[src/rtl/intc_pkg.sv]
// Shared constants and the register selector type of the level interrupt controller.
// Assumes 32-bit registers and a 16-byte window for each bank.
package intc_pkg;
    localparam int BANK_SRC  = 32;
    localparam int WIN_BYTES = 16;

    typedef enum logic [1:0] {
        SEL_CAUSE = 2'd0,
        SEL_NMASK = 2'd1,
        SEL_FMASK = 2'd2,
        SEL_EMASK = 2'd3
    } reg_sel_e;
endpackage

[src/rtl/intc_bank.sv]
// One bank of 32 level sources. It holds the three enable masks, produces the
// masked pending vectors and returns the addressed word for reads.
// Assumes wr_en has already been decoded for this bank.
module intc_bank
    import intc_pkg::*;
(
    input  logic                clk,
    input  logic                rst_n,
    input  logic [BANK_SRC-1:0] cause_i,
    input  logic                wr_en,
    input  reg_sel_e            sel,
    input  logic [31:0]         wdata,
    output logic [31:0]         rd_word,
    output logic [BANK_SRC-1:0] pend_n,
    output logic [BANK_SRC-1:0] pend_f,
    output logic [BANK_SRC-1:0] pend_e
);
    logic [BANK_SRC-1:0] nmask, fmask, emask;

    // Mask registers: cleared on reset, loaded by a write to their own offset.
    always_ff @(posedge clk) begin
        if (!rst_n) begin
            nmask <= '0;
            fmask <= '0;
            emask <= '0;
        end else if (wr_en) begin
            case (sel)
                SEL_NMASK: nmask <= wdata;
                SEL_FMASK: fmask <= wdata;
                SEL_EMASK: emask <= wdata;
                default:   ;
            endcase
        end
    end

    // Enabled sources for each of the three outputs.
    always_comb begin
        pend_n = cause_i & nmask;
        pend_f = cause_i & fmask;
        pend_e = cause_i & emask;
    end

    // Read selection within the bank window.
    always_comb begin
        case (sel)
            SEL_CAUSE: rd_word = cause_i;
            SEL_NMASK: rd_word = nmask;
            SEL_FMASK: rd_word = fmask;
            default:   rd_word = emask;
        endcase
    end

    assert_cause_ro_R4: assert property (@(posedge clk) disable iff (!rst_n)
        (wr_en && sel == SEL_CAUSE) |=> $stable({nmask, fmask, emask}));

    assert_mask_write_R2: assert property (@(posedge clk) disable iff (!rst_n)
        (wr_en && sel == SEL_NMASK) |=> (nmask == $past(wdata)));

    assert_mask_isolate_R9: assert property (@(posedge clk) disable iff (!rst_n)
        (wr_en && sel == SEL_FMASK) |=> $stable({nmask, emask}));
endmodule

[src/rtl/intc_lowest.sv]
// Finds the lowest set bit of a vector and flags whether any bit is set.
// Purely combinational. The index is 0 when the vector is empty.
module intc_lowest #(
    parameter int W     = 64,
    localparam int IDX_W = (W > 1) ? $clog2(W) : 1
) (
    input  logic [W-1:0]     vec,
    output logic             valid,
    output logic [IDX_W-1:0] idx
);
    // Scan from the top down so that the last hit is the lowest set bit.
    always_comb begin
        idx   = '0;
        valid = |vec;
        for (int i = W - 1; i >= 0; i--) begin
            if (vec[i]) idx = IDX_W'(i);
        end
    end
endmodule

[src/rtl/level_irq_ctrl.sv]
// Level interrupt controller with NUM_BANKS banks of 32 sources. It decodes
// the register bus, combines the pending vectors of all banks into three
// registered outputs and serves the lowest-pending-index register.
// Assumes src_i is synchronous to clk and at most one bus strobe per cycle.
module level_irq_ctrl
    import intc_pkg::*;
#(
    parameter int NUM_BANKS = 2,
    localparam int NSRC   = NUM_BANKS * BANK_SRC,
    localparam int ADDR_W = $clog2((NUM_BANKS + 1) * WIN_BYTES),
    localparam int BSEL_W = ADDR_W - 4,
    localparam int IDX_W  = $clog2(NSRC)
) (
    input  logic              clk,
    input  logic              rst_n,
    input  logic [NSRC-1:0]   src_i,
    input  logic              bus_wr_i,
    input  logic              bus_rd_i,
    input  logic [ADDR_W-1:0] bus_addr_i,
    input  logic [31:0]       bus_wdata_i,
    output logic [31:0]       bus_rdata_o,
    output logic              irq_o,
    output logic              fiq_o,
    output logic              ep_o
);
    localparam logic [BSEL_W-1:0] IDX_BANK = BSEL_W'(NUM_BANKS);

    logic [BSEL_W-1:0] bank_sel;
    reg_sel_e          reg_sel;
    logic [NSRC-1:0]   pend_n_all, pend_f_all, pend_e_all;
    logic [31:0]       bank_rd [NUM_BANKS];
    logic              idx_valid;
    logic [IDX_W-1:0]  idx;
    logic [31:0]       rd_next;

    // Address split: bank window number and register within the window.
    always_comb begin
        bank_sel = bus_addr_i[ADDR_W-1:4];
        reg_sel  = reg_sel_e'(bus_addr_i[3:2]);
    end

    for (genvar b = 0; b < NUM_BANKS; b++) begin : g_bank
        intc_bank u_bank (
            .clk     (clk),
            .rst_n   (rst_n),
            .cause_i (src_i[b*BANK_SRC +: BANK_SRC]),
            .wr_en   (bus_wr_i && bank_sel == BSEL_W'(b)),
            .sel     (reg_sel),
            .wdata   (bus_wdata_i),
            .rd_word (bank_rd[b]),
            .pend_n  (pend_n_all[b*BANK_SRC +: BANK_SRC]),
            .pend_f  (pend_f_all[b*BANK_SRC +: BANK_SRC]),
            .pend_e  (pend_e_all[b*BANK_SRC +: BANK_SRC])
        );
    end

    intc_lowest #(.W(NSRC)) u_lowest (
        .vec   (pend_n_all),
        .valid (idx_valid),
        .idx   (idx)
    );

    // Registered outputs: the OR of every enabled source across all banks.
    always_ff @(posedge clk) begin
        if (!rst_n) begin
            irq_o <= 1'b0;
            fiq_o <= 1'b0;
            ep_o  <= 1'b0;
        end else begin
            irq_o <= |pend_n_all;
            fiq_o <= |pend_f_all;
            ep_o  <= |pend_e_all;
        end
    end

    // Read multiplexer across the bank windows and the index register.
    always_comb begin
        rd_next = '0;
        for (int b = 0; b < NUM_BANKS; b++) begin
            if (bank_sel == BSEL_W'(b)) rd_next = bank_rd[b];
        end
        if (bank_sel == IDX_BANK && reg_sel == SEL_CAUSE) begin
            rd_next = {idx_valid, {(31 - IDX_W){1'b0}}, idx};
        end
    end

    // Read data register, loaded on the read strobe.
    always_ff @(posedge clk) begin
        if (!rst_n)        bus_rdata_o <= '0;
        else if (bus_rd_i) bus_rdata_o <= rd_next;
    end

    assert_irq_rise_R5: assert property (@(posedge clk) disable iff (!rst_n)
        (|pend_n_all) |=> irq_o);
    assert_irq_fall_R5: assert property (@(posedge clk) disable iff (!rst_n)
        !(|pend_n_all) |=> !irq_o);
    assert_fiq_track_R6: assert property (@(posedge clk) disable iff (!rst_n)
        (|pend_f_all) |=> fiq_o);
    assert_ep_track_R7: assert property (@(posedge clk) disable iff (!rst_n)
        (|pend_e_all) |=> ep_o);
    assert_idx_lowest_R8: assert property (@(posedge clk) disable iff (!rst_n)
        idx_valid |-> (pend_n_all[idx] &&
            ((pend_n_all & (({{(NSRC-1){1'b0}}, 1'b1} << idx) - 1'b1)) == '0)));
endmodule

[config.mk]
export PLATFORM = sky130hd
export DESIGN_NAME = level_irq_ctrl
export DESIGN_NICKNAME = d
export VERILOG_FILES = /design/src/rtl/intc_pkg.sv /design/src/rtl/intc_bank.sv /design/src/rtl/intc_lowest.sv /design/src/rtl/level_irq_ctrl.sv
export SDC_FILE = /design/constraint.sdc
export NUM_CORES = 1
export LEC_CHECK = 0
export ABC_CLOCK_PERIOD_IN_PS = 4950
export BUFFER_PORTS_ARGS = -buffer_cell sky130_fd_sc_hd__buf_4
export CORE_MARGIN = 4
export CORE_UTILIZATION = 45
export DETAILED_ROUTE_END_ITERATION = 10
export SLEW_MARGIN = 20
export SYNTH_ARGS = -nofsm -noshare
export SYNTH_HDL_FRONTEND = slang
export SYNTH_HIERARCHICAL = 1
export SYNTH_SLANG_ARGS = --single-unit
[constraint.sdc]
create_clock -name clk -period 4.95 [get_ports clk]
set_input_delay 0.495 -clock clk [delete_from_list [all_inputs] [get_ports clk]]
set_output_delay 0.495 -clock clk [all_outputs]
set_load 0.005 [all_outputs]
Yosys cells after proc, flatten, opt, wreduce, memory -nomap -nowiden
Index checks and enable logic that the tools add are counted.
{"block": "totals", "regBits": 227, "word_cells": 104}
{"block": "classes", "eq_ne": 5, "muxes": 69, "n_bitwise": 6, "n_reduce_logical": 14}
{"op": "$mux W6", "n": 64}
{"op": "$and A32 B32 Y32", "n": 6}
{"op": "$pmux W32 S3", "n": 2}
{"op": "$reduce_or A64 Y1", "n": 3}
{"op": "$mux W32", "n": 3}
{"op": "$reduce_and A2 Y1", "n": 6}
{"op": "$eq A2 B2 Y1 const B", "n": 3}
{"op": "$eq A2 B1 Y1 const B", "n": 2}
{"op": "$logic_not A2 Y1", "n": 2}
{"op": "$logic_and A1 B1 Y1", "n": 3}

Longest topological paths before layout
{"block": "logic_depth", "ltp_word": 66, "mapped_depth": 8, "depth_no_buf": 8}

By module
Netlist, hierarchy kept.
{"module": "intc_bank", "n_inst": 2, "cells_per_inst": 484, "area_per_inst_um2": 5011.1, "seq_area_each_um2": 1921.8}
{"module": "level_irq_ctrl", "n_inst": 1, "cells_per_inst": 246, "area_per_inst_um2": 2104.5, "seq_area_each_um2": 700.7}
{"module": "intc_lowest", "n_inst": 1, "cells_per_inst": 145, "area_per_inst_um2": 887.1, "seq_area_each_um2": 0.0}

Worst setup path after synthesis
Ideal clock, no wire load.
{"block": "synth_path", "path_kind": "in2reg", "start": "input port src_i[62]", "end": "register bus_rdata_o[31]", "setup_ps": 138, "arrival_ps": 1991, "required_ps": 4812, "path_slack_ps": 2822, "path_stages": 8, "n_path_buf": 0, "path_cell_list": "and2_1 or4_4 nor4b_4 nand3_2 nor2_2 nand3b_1 a2bb2oi_1 a211oi_1"}
{"block": "synth_via", "elab_chain_len": 3}
{"element": "from (decl)", "line": "level_irq_ctrl.sv:16", "rtl": "input logic [NSRC-1:0] src_i,"}
{"element": "$and A32 B32 Y32", "line": "intc_bank.sv:38", "rtl": "pend_n = cause_i & nmask;"}
{"element": "$reduce_or A64 Y1", "line": "intc_lowest.sv:14", "rtl": "valid = |vec;"}
{"element": "via idx_valid", "line": "level_irq_ctrl.sv:32", "rtl": "logic idx_valid;"}
{"element": "$mux W32", "line": "level_irq_ctrl.sv:82", "rtl": "if (bank_sel == IDX_BANK && reg_sel == SEL_CAUSE) begin"}
{"element": "to (signal assigned)", "line": "level_irq_ctrl.sv:90", "rtl": "else if (bus_rd_i) bus_rdata_o <= rd_next;"}
{"element": "to (decl)", "line": "level_irq_ctrl.sv:21", "rtl": "output logic [31:0] bus_rdata_o,"}
The timed path passes the listed nets, and every way through them passes these cells.
A chain may end at the register's enable or synchronous reset.

Worst setup path after layout
{"block": "layout_path", "start": "input port bus_addr_i[4]", "end": "register g_bank[1].u_bank.nmask[26]"}
{"block": "layout_via", "elab_chain_len": 3}
{"element": "from (decl)", "line": "level_irq_ctrl.sv:19", "rtl": "input logic [ADDR_W-1:0] bus_addr_i,"}
{"element": "$eq A2 B1 Y1", "line": "level_irq_ctrl.sv:47", "rtl": ".wr_en (bus_wr_i && bank_sel == BSEL_W'(b)),"}
{"element": "$logic_and A1 B1 Y1", "line": "level_irq_ctrl.sv:47"}
{"element": "$reduce_and A2 Y1 (no source line)"}
{"element": "to (signal assigned)", "line": "intc_bank.sv:28", "rtl": "SEL_NMASK: nmask <= wdata;"}
{"element": "to (decl)", "line": "intc_bank.sv:18", "rtl": "logic [BANK_SRC-1:0] nmask, fmask, emask;"}
Every way passes these cells.

==> run metrics <==
port bufs 138; total clock buffers created by CTS 26; GPL Wtd Cong 0.894; fin crit period 2.49 ns; post-synthesis instance total 1359; share of cells above drive strength 1 17.2%; post-synthesis xor/xnor area fraction 0%; launching element type of the critical path input port; detailed-route DRC error count 0; worst reg2reg setup slack 2.59 ns; residual overflow from global routing 0; Setup violations, final 0; Core Util, Final 53.0%; total vias in the final route 10500; cell type with the highest aggregate area in the netlist dfxtp_1; top post-synthesis cells by count nand2_1, dfxtp_1, mux2i_1, and2_1, nor4_1; horizontal die dimension 178 um; Leak Pwr 7.13 nW; CTS max path bufs 3; worst clock skew 0.00653 ns; effective utilization at floorplan 46.2%; mux share of post-synthesis cell area 28.7%; Vias per Instance 5.65; top flip-flop cell by instance count after synthesis dfxtp_1; Hold Fails Final Rpt 0; max-capacitance violation count 0; net count after synthesis 1465; Detailed Route Iter0 Violations 850; cells along the critical path buf_4 > and3b_1 > nand3b_1 > buf_12 > mux2i_1; area taken by flip-flops and latches 0.00454 mm2; average instance area after synthesis 9.58 um2; worst hold path type in -> reg; outcome finished clean; setup repair after global routing missed its margin no; number of post-CTS setup repair buffers 0; Seq cells post-synth 227; full die area 0.0317 mm2; Multi-input gate area 0.00771 mm2; latest clock arrival within the worst-skew pair 0.53 ns; slowest stage cell, crit path nand3b_1; number of global-route vias before repair 10200; FMAX 401 MHz; antenna violations before repair 0; critical path class in -> reg; post-synthesis compound-gate area fraction 4.82%; proportion of synthesized flip-flops having asynchronous set or reset 0%; DP HPWL 27.9 mm; Antenna diodes 0; fraction of post-synthesis cell area in the top cell type by area 34.9%; area grow syn2layout 14.7%; final period utilization 50.4%; Ys Warns 6; Worst Setup End Kind flip-flop; detailed-routing iteration count for the pre-antenna-repair pass 6; vertical die dimension 178 um; area of the core region 0.0282 mm2; global-route wire length before repair 59.3 mm; Sum Neg Setup Slack 0 ns; required time of the worst setup path 5.36 ns; combinational family with the most area after synthesis multiplexers; simple-gate share of the synthesized area 25.7%; largest net degree at the start of global routing 151; maximum net fanout on the critical path 35; Total Nets Final 1565; peak per-stage delay on the critical path 0.76 ns; count leader, synth nand2_1; hold buffer count at CTS 0; number of top-level design ports 141; actual transition at the worst max-transition pin 1.08 ns; max-slew headroom at the worst pin 27.8%; number of nets with antenna violations after routing 0; dominant cells by area after synthesis dfxtp_1, mux2i_1, and2_1, mux4_2, nand2_1; post-synth cell types 56; pins over their slew limit 0; clk root buf clkbuf_16; routed wirelength normalized by instance count 21.2 um; largest voltage drop on the vdd net 181 uV; number of filler instances in the final layout 2608; netlist area before placement 0.0130 mm2; std cell rows 61; number of flops mapped to enable cells by yosys 0; CTS tree yes; signal arrival time at the worst endpoint 2.91 ns; proportion of synthesized chip area in sequential cells 34.9%; count of H-tree levels built during CTS 1; Worst-path clk slew 0.06 ns; CTS sink cnt 227; routed wire length 39.3 mm; Total GRT Usage 24.2%; overall power of the completed layout 0.00434 W; share of synthesized cell area in full adder, half adder and majority cells 0%; power density over cell area 291 mW/mm2; Gates resized, CTS repair 0
## cells in the final DEF, fill, tap and decap left out, types with 3 or more instances in the layout
cell type and count:
nand2_1 265, dfxtp_1 227, mux2i_1 224, and2_1 218
buf_4 150, nor4_1 64, mux4_2 50, inv_1 36
clkbuf_16 27, nor2_1 26, o22ai_1 25, mux4_1 14
nand4_1 12, nor3_1 12, clkbuf_8 10, a21oi_1 10
a211oi_1 9, a2bb2oi_1 7, clkbuf_1 6, nand3_1 6
o21ai_0 6, nand2b_1 5, nand3b_1 5, nor2b_1 4
o211ai_1 4, o41a_1 3, nand3_2 3, or4_1 3
o31ai_1 3, o21a_1 3, or3_1 3, o21bai_1 3
## report_power, final
group          leakage (nW)  internal [W]  switching [W]
clock                 0.441       0.00123       0.000773
combinational          4.86      0.000208       0.000257
sequential             1.83       0.00186      0.0000181
total                  7.13       0.00330        0.00105
## routing by layer
metal  part of all wire, %  routed length [um]  track usage (%)
met1                    46               18000             33.9
met5                     0                   0                0
met4                   1.5                 591             4.71
met3                   5.2                2040             2.90
met2                    48               18700             40.5
## path summary, 6_finish.rpt
path	to	cells past startpoint	start
hold reg to reg	g_bank[1].u_bank/nmask[29]$_SDFFE_PN0P_	2	g_bank[1].u_bank/nmask[29]$_SDFFE_PN0P_
setup reg to reg	bus_rdata_o[2]$_SDFFE_PN0P_	8	g_bank[0].u_bank/nmask[15]$_SDFFE_PN0P_
hold / removal	g_bank[0].u_bank/fmask[8]$_SDFFE_PN0P_	3	bus_wdata_i[8]
setup / recovery	g_bank[1].u_bank/nmask[26]$_SDFFE_PN0P_	5	bus_addr_i[4]
## logic make-up after synthesis
family,after synthesis
muxes,288
and+or+nand+nor,638
DFF,227
AOI/OAI and AO/OA,89
buffers and inverters,117
## area by class of cell
cell class                 instances  area share, %
multi-input combinational       1015           51.6
inverter                          36          0.905
sequential                       227           30.4
timing repair buffer             153           7.90
clock inverter                     4          0.469
tap                              378           3.17
clock buffer                      42           5.51
## critical path, delay by kind of cell
kind | cells | cell delay [ns]
muxes | 1 | 0.15
buffers and inverters | 2 | 1.11
and+or+nand+nor | 2 | 1.10
## stage by stage
step	hold WS, ns	setup WS (ns)	cell area, um2	std cells
global route	0.278	2.36	14900	1855
detailed placement	0.456	1.93	14000	1809
floorplan	0.442	2.82	13000	1359
finish	0.270	2.46	14900	1855
global placement	0.452	1.97	14000	1809
CTS	0.263	2.48	14900	1855
## state kept, by name, indices dropped and copies added (netlist names)
| register | count |
|---|---|
| g_bank.u_bank/fmask | 64 |
| g_bank.u_bank/nmask | 64 |
| g_bank.u_bank/emask | 64 |
| bus_rdata_o | 32 |
| irq_o | 1 |
| fiq_o | 1 |
| ep_o | 1 |
Note: power is estimated with default switching activity, not from simulation.
